==> src/rtl/phy_access_pkg.sv <==
`timescale 1ns/1ps
package phy_access_pkg;
  // Control-word field positions: software decodes these, so they are fixed.
  localparam int ADDR_W    = 6;
  localparam int DATA_W    = 8;
  localparam int ADDR_LSB  = 0;
  localparam int WDATA_LSB = 8;
  localparam int RDATA_LSB = 16;
  localparam int WSTB_BIT  = 24;
  localparam int RSTB_BIT  = 25;
  localparam int ACK_BIT   = 26;

  // Strobes from sequencer to register file.
  typedef struct packed {
    logic              commitWr;
    logic              commitRd;
    logic [ADDR_W-1:0] addr;
    logic [DATA_W-1:0] wdata;
  } phyCmd_t;

  typedef enum logic [1:0] {
    ST_IDLE  = 2'd0,
    ST_WAIT  = 2'd1,
    ST_ACKED = 2'd2
  } portState_t;
endpackage

==> src/rtl/phy_reg_file.sv <==
`timescale 1ns/1ps
module phy_reg_file
  import phy_access_pkg::*;
#(
  parameter int          NUM_REGS  = 14,
  parameter logic [63:0] IMPL_MASK = 64'h39FF
) (
  input  logic                       clk,
  input  logic                       rstN,
  input  phyCmd_t                    cmd,
  output logic [DATA_W-1:0]          rdVal,
  output logic [NUM_REGS*DATA_W-1:0] taps
);
  localparam int IDX_W = (NUM_REGS > 1) ? $clog2(NUM_REGS) : 1;

  logic [NUM_REGS-1:0][DATA_W-1:0] regQ;

  generate
    for (genvar g = 0; g < NUM_REGS; g++) begin : g_reg
      if (IMPL_MASK[g]) begin : g_impl
        always_ff @(posedge clk) begin
          if (!rstN) begin
            regQ[g] <= '0;
          end else if (cmd.commitWr && (cmd.addr == ADDR_W'(g))) begin
            regQ[g] <= cmd.wdata;
          end
        end
      end else begin : g_hole
        assign regQ[g] = '0;
      end
    end
  endgenerate

  logic addrInRange;
  assign addrInRange = (int'(cmd.addr) < NUM_REGS);

  always_comb begin
    rdVal = '0;
    if (addrInRange) begin
      rdVal = regQ[cmd.addr[IDX_W-1:0]];
    end
  end

  assign taps = regQ;

  // an address outside the implemented set always reads as zero
  a_r7_hole_reads_zero: assert property (@(posedge clk) disable iff (!rstN)
    (!(addrInRange && IMPL_MASK[cmd.addr])) |-> (rdVal == '0));

  // tap contents change only after a write commit
  a_r5_taps_move_on_commit: assert property (@(posedge clk) disable iff (!rstN)
    (!$stable(regQ)) |-> $past(cmd.commitWr));
endmodule

==> src/rtl/phy_port_ctrl.sv <==
`timescale 1ns/1ps
module phy_port_ctrl
  import phy_access_pkg::*;
#(
  parameter int ACK_LAT = 4
) (
  input  logic              clk,
  input  logic              rstN,
  input  logic              busWrEn,
  input  logic [31:0]       busWrData,
  input  logic [DATA_W-1:0] rdVal,
  output phyCmd_t           cmd,
  output logic [31:0]       busRdData
);
  localparam int CNT_W = $clog2(ACK_LAT + 1);
  localparam logic [CNT_W-1:0] CNT_LAST = CNT_W'(ACK_LAT - 1);

  // Software-owned fields.
  logic [ADDR_W-1:0] addrQ;
  logic [DATA_W-1:0] wdataQ;
  logic              wrStbQ;
  logic              rdStbQ;

  // Hardware-owned fields.
  logic [DATA_W-1:0] rdataQ;
  logic              ackQ;

  // Sequencer state and access snapshot.
  portState_t        state;
  logic [CNT_W-1:0]  cnt;
  logic [ADDR_W-1:0] snapAddr;
  logic [DATA_W-1:0] snapData;
  logic              snapIsWr;

  logic stbLevel;
  logic atLast;
  assign stbLevel = wrStbQ | rdStbQ;
  assign atLast   = (state == ST_WAIT) && (cnt == CNT_LAST);

  always_ff @(posedge clk) begin
    if (!rstN) begin
      addrQ  <= '0;
      wdataQ <= '0;
      wrStbQ <= 1'b0;
      rdStbQ <= 1'b0;
    end else if (busWrEn) begin
      addrQ  <= busWrData[ADDR_LSB +: ADDR_W];
      wdataQ <= busWrData[WDATA_LSB +: DATA_W];
      wrStbQ <= busWrData[WSTB_BIT];
      rdStbQ <= busWrData[RSTB_BIT];
    end
  end

  always_ff @(posedge clk) begin
    if (!rstN) begin
      state    <= ST_IDLE;
      cnt      <= '0;
      snapAddr <= '0;
      snapData <= '0;
      snapIsWr <= 1'b0;
      ackQ     <= 1'b0;
      rdataQ   <= '0;
    end else begin
      unique case (state)
        ST_IDLE: begin
          // Return to idle requires a low strobe, so a high level here is a fresh edge.
          if (stbLevel) begin
            state    <= ST_WAIT;
            cnt      <= CNT_W'(1);
            snapAddr <= addrQ;
            snapData <= wdataQ;
            snapIsWr <= wrStbQ;
          end
        end
        ST_WAIT: begin
          if (cnt == CNT_LAST) begin
            state <= ST_ACKED;
            ackQ  <= 1'b1;
            if (!snapIsWr) begin
              rdataQ <= rdVal;
            end
          end else begin
            cnt <= cnt + CNT_W'(1);
          end
        end
        ST_ACKED: begin
          if (!stbLevel) begin
            state <= ST_IDLE;
            ackQ  <= 1'b0;
          end
        end
        default: state <= ST_IDLE;
      endcase
    end
  end

  always_comb begin
    cmd.commitWr = atLast && snapIsWr;
    cmd.commitRd = atLast && !snapIsWr;
    cmd.addr     = snapAddr;
    cmd.wdata    = snapData;
  end

  always_comb begin
    busRdData = '0;
    busRdData[ADDR_LSB +: ADDR_W]   = addrQ;
    busRdData[WDATA_LSB +: DATA_W]  = wdataQ;
    busRdData[RDATA_LSB +: DATA_W]  = rdataQ;
    busRdData[WSTB_BIT]             = wrStbQ;
    busRdData[RSTB_BIT]             = rdStbQ;
    busRdData[ACK_BIT]              = ackQ;
  end

  // every commit is followed by acknowledge on the next edge
  a_r3_commit_then_ack: assert property (@(posedge clk) disable iff (!rstN)
    (cmd.commitWr || cmd.commitRd) |=> ackQ);

  // acknowledge is only high when a strobe was high one edge earlier
  a_r4_ack_needs_strobe: assert property (@(posedge clk) disable iff (!rstN)
    ackQ |-> $past(stbLevel));

  // a released strobe clears acknowledge on the next edge
  a_r4_ack_release: assert property (@(posedge clk) disable iff (!rstN)
    (ackQ && !stbLevel) |=> !ackQ);

  // no commit while an access is still acknowledged
  a_r8_no_commit_while_acked: assert property (@(posedge clk) disable iff (!rstN)
    ackQ |-> !(cmd.commitWr || cmd.commitRd));

  // read data moves only after a read commit
  a_r6_rdata_moves_on_read: assert property (@(posedge clk) disable iff (!rstN)
    (!$stable(rdataQ)) |-> $past(cmd.commitRd));
endmodule

==> src/rtl/phy_access_port.sv <==
`timescale 1ns/1ps
module phy_access_port
  import phy_access_pkg::*;
#(
  parameter int          ACK_LAT   = 4,
  parameter int          NUM_REGS  = 14,
  parameter logic [63:0] IMPL_MASK = 64'h39FF
) (
  input  logic                   clk,
  input  logic                   rstN,
  input  logic                   busWrEn,
  input  logic [31:0]            busWrData,
  output logic [31:0]            busRdData,
  output logic [NUM_REGS*8-1:0]  phyTaps
);
  phyCmd_t           cmd;
  logic [DATA_W-1:0] rdVal;

  phy_port_ctrl #(.ACK_LAT(ACK_LAT)) u_ctrl (
    .clk       (clk),
    .rstN      (rstN),
    .busWrEn   (busWrEn),
    .busWrData (busWrData),
    .rdVal     (rdVal),
    .cmd       (cmd),
    .busRdData (busRdData)
  );

  phy_reg_file #(.NUM_REGS(NUM_REGS), .IMPL_MASK(IMPL_MASK)) u_regs (
    .clk   (clk),
    .rstN  (rstN),
    .cmd   (cmd),
    .rdVal (rdVal),
    .taps  (phyTaps)
  );
endmodule

==> config.mk <==
export PLATFORM = sky130hd
export DESIGN_NAME = phy_access_port
export DESIGN_NICKNAME = d
export VERILOG_FILES = /design/src/rtl/phy_access_pkg.sv /design/src/rtl/phy_reg_file.sv /design/src/rtl/phy_port_ctrl.sv /design/src/rtl/phy_access_port.sv
export SDC_FILE = /design/constraint.sdc
export NUM_CORES = 1
export LEC_CHECK = 0
export BUFFER_PORTS_ARGS = -buffer_cell sky130_fd_sc_hd__buf_2
export CELL_PAD_IN_SITES_DETAIL_PLACEMENT = 0
export CELL_PAD_IN_SITES_GLOBAL_PLACEMENT = 1
export CORE_ASPECT_RATIO = 0.9
export CORE_MARGIN = 5
export CORE_UTILIZATION = 30
export DETAILED_ROUTE_END_ITERATION = 8
export PLACE_DENSITY_LB_ADDON = 0.08
export SKIP_CTS_REPAIR_TIMING = 1
export SYNTH_ARGS = -nofsm -noshare
export SYNTH_HDL_FRONTEND = slang
export SYNTH_HIERARCHICAL = 1
export SYNTH_SLANG_ARGS = --single-unit
export TNS_END_PERCENT = 5
==> constraint.sdc <==
create_clock -name clk -period 2.53 [get_ports clk]
set_clock_uncertainty 0.15 [all_clocks]
set_input_delay 0.506 -clock clk [delete_from_list [all_inputs] [get_ports clk]]
set_output_delay 0.506 -clock clk [all_outputs]
set_load 0.005 [all_outputs]
Word-level counts from Yosys, hierarchy flattened
Cells that the tools add are included.
{ "classes": {"addsub": 1, "n_lt_le_gt_ge": 2, "eq_ne": 18, "mux": 13, "n_bitwise": 2, "n_reduce_logical": 23} }
{ "op_table": {"columns": ["op", "count"], "rows": [
  ["8-bit binary-select mux with 4-bit select", 1],
  ["6-bit by 3-bit == test with 1-bit output (second input constant)", 4],
  ["6-bit by 4-bit == test with 1-bit output (second input constant)", 4],
  ["8-bit 2-to-1 mux", 2],
  ["1-bit logical AND", 14],
  ["6-bit by 2-bit == test with 1-bit output (second input constant)", 2],
  ["3-bit AND reduction", 4],
  ["6-bit by 1-bit == test with 1-bit output (second input constant)", 1],
  ["6-bit logical NOT", 1],
  ["6-bit by 4-bit < comparator with 1-bit output (second input constant)", 1],
  ["2-bit 2-to-1 mux", 3],
  ["3-bit 2-to-1 mux", 2],
  ["2-bit inequality test (second input constant)", 3],
  ["2-bit case mux with 3 select lines", 1],
  ["3-bit case mux with 2 select lines", 1],
  ["4-bit by 5-bit < comparator with 1-bit output (second input constant)", 1],
  ["2-bit nonzero test", 2],
  ["3-bit by 1-bit adder with 3-bit output (second input constant)", 1],
  ["3-bit by 2-bit == test with 1-bit output (second input constant)", 1],
  ["2-bit by 1-bit == test with 1-bit output (second input constant)", 1],
  ["2-bit == test (second input constant)", 1],
  ["2-bit logical NOT", 1],
  ["1-bit 2-to-1 mux", 2],
  ["2-bit by 1-bit inequality test with 1-bit output (second input constant)", 1],
  ["4 further kinds", 4]
]} }
{ "word_totals": {"reg_bits": 141, "in_bits": 35, "out_inout_bits": 144, "elab_cells": 82} }

Depth between registers and ports, before layout
{ "logic_depth": {"depth_word": 4, "ltp_mapped": 9, "ltp_nobuf": 8} }

Hierarchy
Netlist, hierarchy kept.
{ "modules_own_cells": {"columns": ["module", "n_inst", "cells_per_inst", "area_each_um2", "seq_area_each_um2"], "rows": [
  ["phy_reg_file", 1, 492, 5009.8, 1921.8],
  ["phy_port_ctrl", 1, 203, 1966.9, 900.9]
]} }

Least setup slack after synthesis
Ideal clock, no wire load.
{ "synth_path": {"kind": "register to register", "startpoint": "register u_ctrl.cnt[0]", "endpoint": "register u_regs.regQ, in the netlist u_regs/taps[63]", "arrival_ns": 1.925, "t_required_ns": 2.310, "slack_ns": 0.385, "path_stages_with_launch": 10, "path_buffers": 2, "cell_sequence": "dfxtp_1 > ha_1 > ha_1 > and2b_1 > and3_1 > buf_4 > nand3_4 > clkbuf_1 > o21ai_0 > a21boi_1"} }
{ "synth_lines": {"columns": ["item", "line", "source"], "rows": [
  ["from (decl)", "phy_port_ctrl.sv:30", "logic [CNT_W-1:0] cnt;"],
  ["from (signal assigned)", "phy_port_ctrl.sv:83", "cnt <= cnt + CNT_W'(1);"],
  ["to (signal, indexed assignment)", "phy_reg_file.sv:25", "regQ[g] <= cmd.wdata;"],
  ["to (decl)", "phy_reg_file.sv:16", "logic [NUM_REGS-1:0][DATA_W-1:0] regQ;"]
]} }

==> impl_metrics.sql <==
INSERT INTO impl_metrics (metric_group, metric, value, unit) VALUES
('synthesis', 'netlist_area', '6970', 'um2'),
('timing', 'setup_tns', '0', 'ns'),
('timing', 'timing.fmax', '441', 'MHz'),
('clocking', 'clock-root-buffer', 'clkbuf_16', ''),
('detailed_routing', 'firstDrtPassIters', '5', ''),
('floorplan', 'core_area', '23100', 'um2'),
('global_route', 'grt_start_max_net_pins', '47', ''),
('finish', 'design.final.nets', '848', ''),
('placed_design', 'dpl.hpwl', '15500', 'um'),
('setup_path', 'worst_ep_arrival_time', '2.46', 'ns'),
('finish', 'diodes', '0', ''),
('pwr', 'design_power_total', '5.20', 'mW'),
('setup_path', 'cp-start-kind', 'flip-flop', ''),
('synthesis', 'syn_inst', '694', ''),
('timing', 'finalSetupViolCount', '0', ''),
('global_route', 'first_global_vias', '5438', ''),
('pwr', 'vdd.ir_drop.worst', '0.319', 'mV'),
('global_route', 'grt_util_all_layers', '16.5', '%'),
('finish', 'num-fill-cells', '2395', ''),
('clocking', 'clk_path_buf_depth', '2', ''),
('setup_path', 'cpMostUsedCell', 'ha_1', ''),
('setup_path', 'worstPathRequired', '2.72', 'ns'),
('synthesis', 'synth_warnings', '6', ''),
('setup_path', 'crit_path_max_fanout', '18', ''),
('global_route', 'globalRoute.totalOverflow', '0', ''),
('timing', 'final-hold-violation-count', '0', ''),
('timing', 'maxSlewHeadroom', '41.2', '%'),
('hold_path', 'holdCritPathClass', 'input pin to flip-flop', ''),
('floorplan', 'design.die.area', '26400', 'um2'),
('clocking', 'cts_h_tree_depth', '4', ''),
('placed_design', 'place_inst', '1090', ''),
('detailed_routing', 'wirelength', '21800', 'um'),
('status', 'run_status', 'finished, final reports clean', ''),
('setup_path', 'timing_worst_setup_path_type', 'flip-flop to flip-flop', ''),
('pwr', 'leakagePower', '3.75', 'nW'),
('detailed_routing', 'ant_nets', '0', ''),
('placed_design', 'io_buffer_count', '139', ''),
('timing', 'finalWorstPathRequiredPeriod', '2.27', 'ns'),
('clocking', 'cts.clk_slew.worst_paths', '0.06', 'ns'),
('floorplan', 'io_pins', '179', ''),
('global_route', 'grt_pass1_wl', '33200', 'um'),
('detailed_routing', 'avgRoutedWirePerCell', '19.4', 'um'),
('clocking', 'tritoncts', 'done', ''),
('floorplan', 'placementRows', '53', ''),
('setup_path', 'cp_slowest_cell', 'dfxtp_1', ''),
('pwr', 'power.density_cell_area', '624', 'nW/um2'),
('floorplan', 'die_w', '171', 'um'),
('global_route', 'grt_antenna_before_repair', '0', ''),
('timing', 'min_period_over_period', '89.7', '%'),
('finish', 'fin_cells', '1123', ''),
('placed_design', 'globalplace.congestion', '0.802', ''),
('timing', 'worst_max_slew_pin_slew', '0.880', 'ns'),
('detailed_routing', 'vias', '5401', ''),
('timing', 'maxSlewViolCount', '0', ''),
('synthesis', 'postSynthAreaPerCell', '10.0', 'um2'),
('clocking', 'clock_latency', '0.42', 'ns'),
('floorplan', 'die_h', '155', 'um'),
('placed_design', 'placed_cell_area', '7690', 'um2'),
('setup_path', 'cp_cell_sequence', 'ha_1, ha_1, and2b_1, and3_1, buf_6, nand3b_4, nor2_8, nand2_1, a21boi_1', ''),
('finish', 'final_design_area_no_fill', '8340', 'um2'),
('finish', 'layout-drive-gt1-share', '28.4', '%'),
('clocking', 'clock-sinks', '141', ''),
('finish', 'area_of_the_multi_input_gates', '3620', 'um2'),
('flow_run', 'timing.max_cap.violations', '0', ''),
('timing', 'setup_repair_after_global_routing_missed_its_margin', 'no', ''),
('detailed_routing', 'initialDrtViolationCount', '280', ''),
('detailed_routing', 'remaining_drcs', '0', ''),
('finish', 'area.growth.synth_to_final', '19.6', '%'),
('floorplan', 'initial_core_util', '30.1', '%'),
('finish', 'seq_area', '2820', 'um2'),
('setup_path', 'worst_path_largest_cell_delay', '0.36', 'ns'),
('setup_path', 'worst_setup_path_end_kind', 'flip-flop', ''),
('clocking', 'cts_inserted_buffers', '17', ''),
('detailed_routing', 'drt-vias-per-instance', '4.81', '');
-- path summary, 6_finish.rpt --
| kind | slack (ns) | end | cells after the start | start |
|---|---|---|---|---|
| worst min register to register | 0.30 | u_ctrl/cnt[1] | 2 | u_ctrl/cnt[1] |
| worst max-delay path | 0.26 | u_regs/taps[49] | 9 | u_ctrl/cnt[0] |
| worst max register to register | 0.26 | u_regs/taps[49] | 9 | u_ctrl/cnt[0] |
| worst min-delay path | 0.20 | u_ctrl/rdStbQ | 3 | busWrData[25] |
-- report_power, final --
group | internal [mW] | total [mW] | switching (mW) | leakage [nW]
Combinational | 0.116 | 0.298 | 0.182 | 2.31
Sequential | 2.25 | 2.30 | 0.0457 | 1.14
Clock | 1.67 | 2.61 | 0.937 | 0.298
-- critical path: cells and delay by family, from the launching register on --
kind / cells / cell delay, ns
buffers and inverters: 1 / 0.20
flip-flops: 1 / 0.36
AND/OR/NAND/NOR: 5 / 0.96
AO/OA/AOI/OAI: 1 / 0.15
adder cells (fa/ha/maj): 2 / 0.37
-- final cells by class --
class                      instances  share of cell area, %
inverter                           3                  0.135
sequential                       141                   33.9
tap                              302                   4.53
multi-input combinational        490                   43.4
timing repair buffer             157                   10.8
clock inverter                     6                   1.29
clock buffer                      24                   6.02
-- metrics by stage --
step                      hold WS [ns]  util [%]  setup slack [ns]
final                            0.201      36.0             0.260
after global routing             0.193      36.0            0.0398
after CTS                        0.182      35.9             0.188
after detailed placement         0.299      33.2             0.204
after global placement           0.299      33.2             0.246
after floorplan                  0.282         -             0.385
-- per-layer routing --
layer | up-vias | track usage, % | share of wire [%]
met3 | 22 | 3.37 | 5.4
met5 | - | 0 | 0
li1 | 2623 | - | -
met4 | 0 | 4.83 | 1.7
met2 | 155 | 26.1 | 47
met1 | 2601 | 22.7 | 46
-- flip-flops by register name (all words and copies together) (netlist names) --
signal           cells
u_ctrl/snapAddr      6
u_ctrl/state         2
u_ctrl/wrStbQ        1
u_ctrl/rdataQ        8
u_ctrl/rdStbQ        1
u_ctrl/ackQ          1
u_ctrl/snapIsWr      1
u_regs/taps         96
u_ctrl/snapData      8
u_ctrl/addrQ         6
u_ctrl/cnt           3
u_ctrl/wdataQ        8
-- cells in the final DEF (no fill, tap or decap), types with 4 or more instances in the layout --
master     instances
a22o_1             8
a21boi_0           5
mux4_2            15
nor2_8             6
nand2_1           62
dfxtp_1          141
buf_12             5
mux2i_1           80
or2_1              9
buf_2            138
o21ai_0           14
o21ai_1           51
a21boi_1          60
nor2_1             9
conb_1            23
clkbuf_16         17
nor2b_1           65
a21oi_1           16
o21ai_2           10
nand4_2            4
buf_4             13
nand3_1           23
clkbuf_8           5
(Power assumes the default switching activity.)
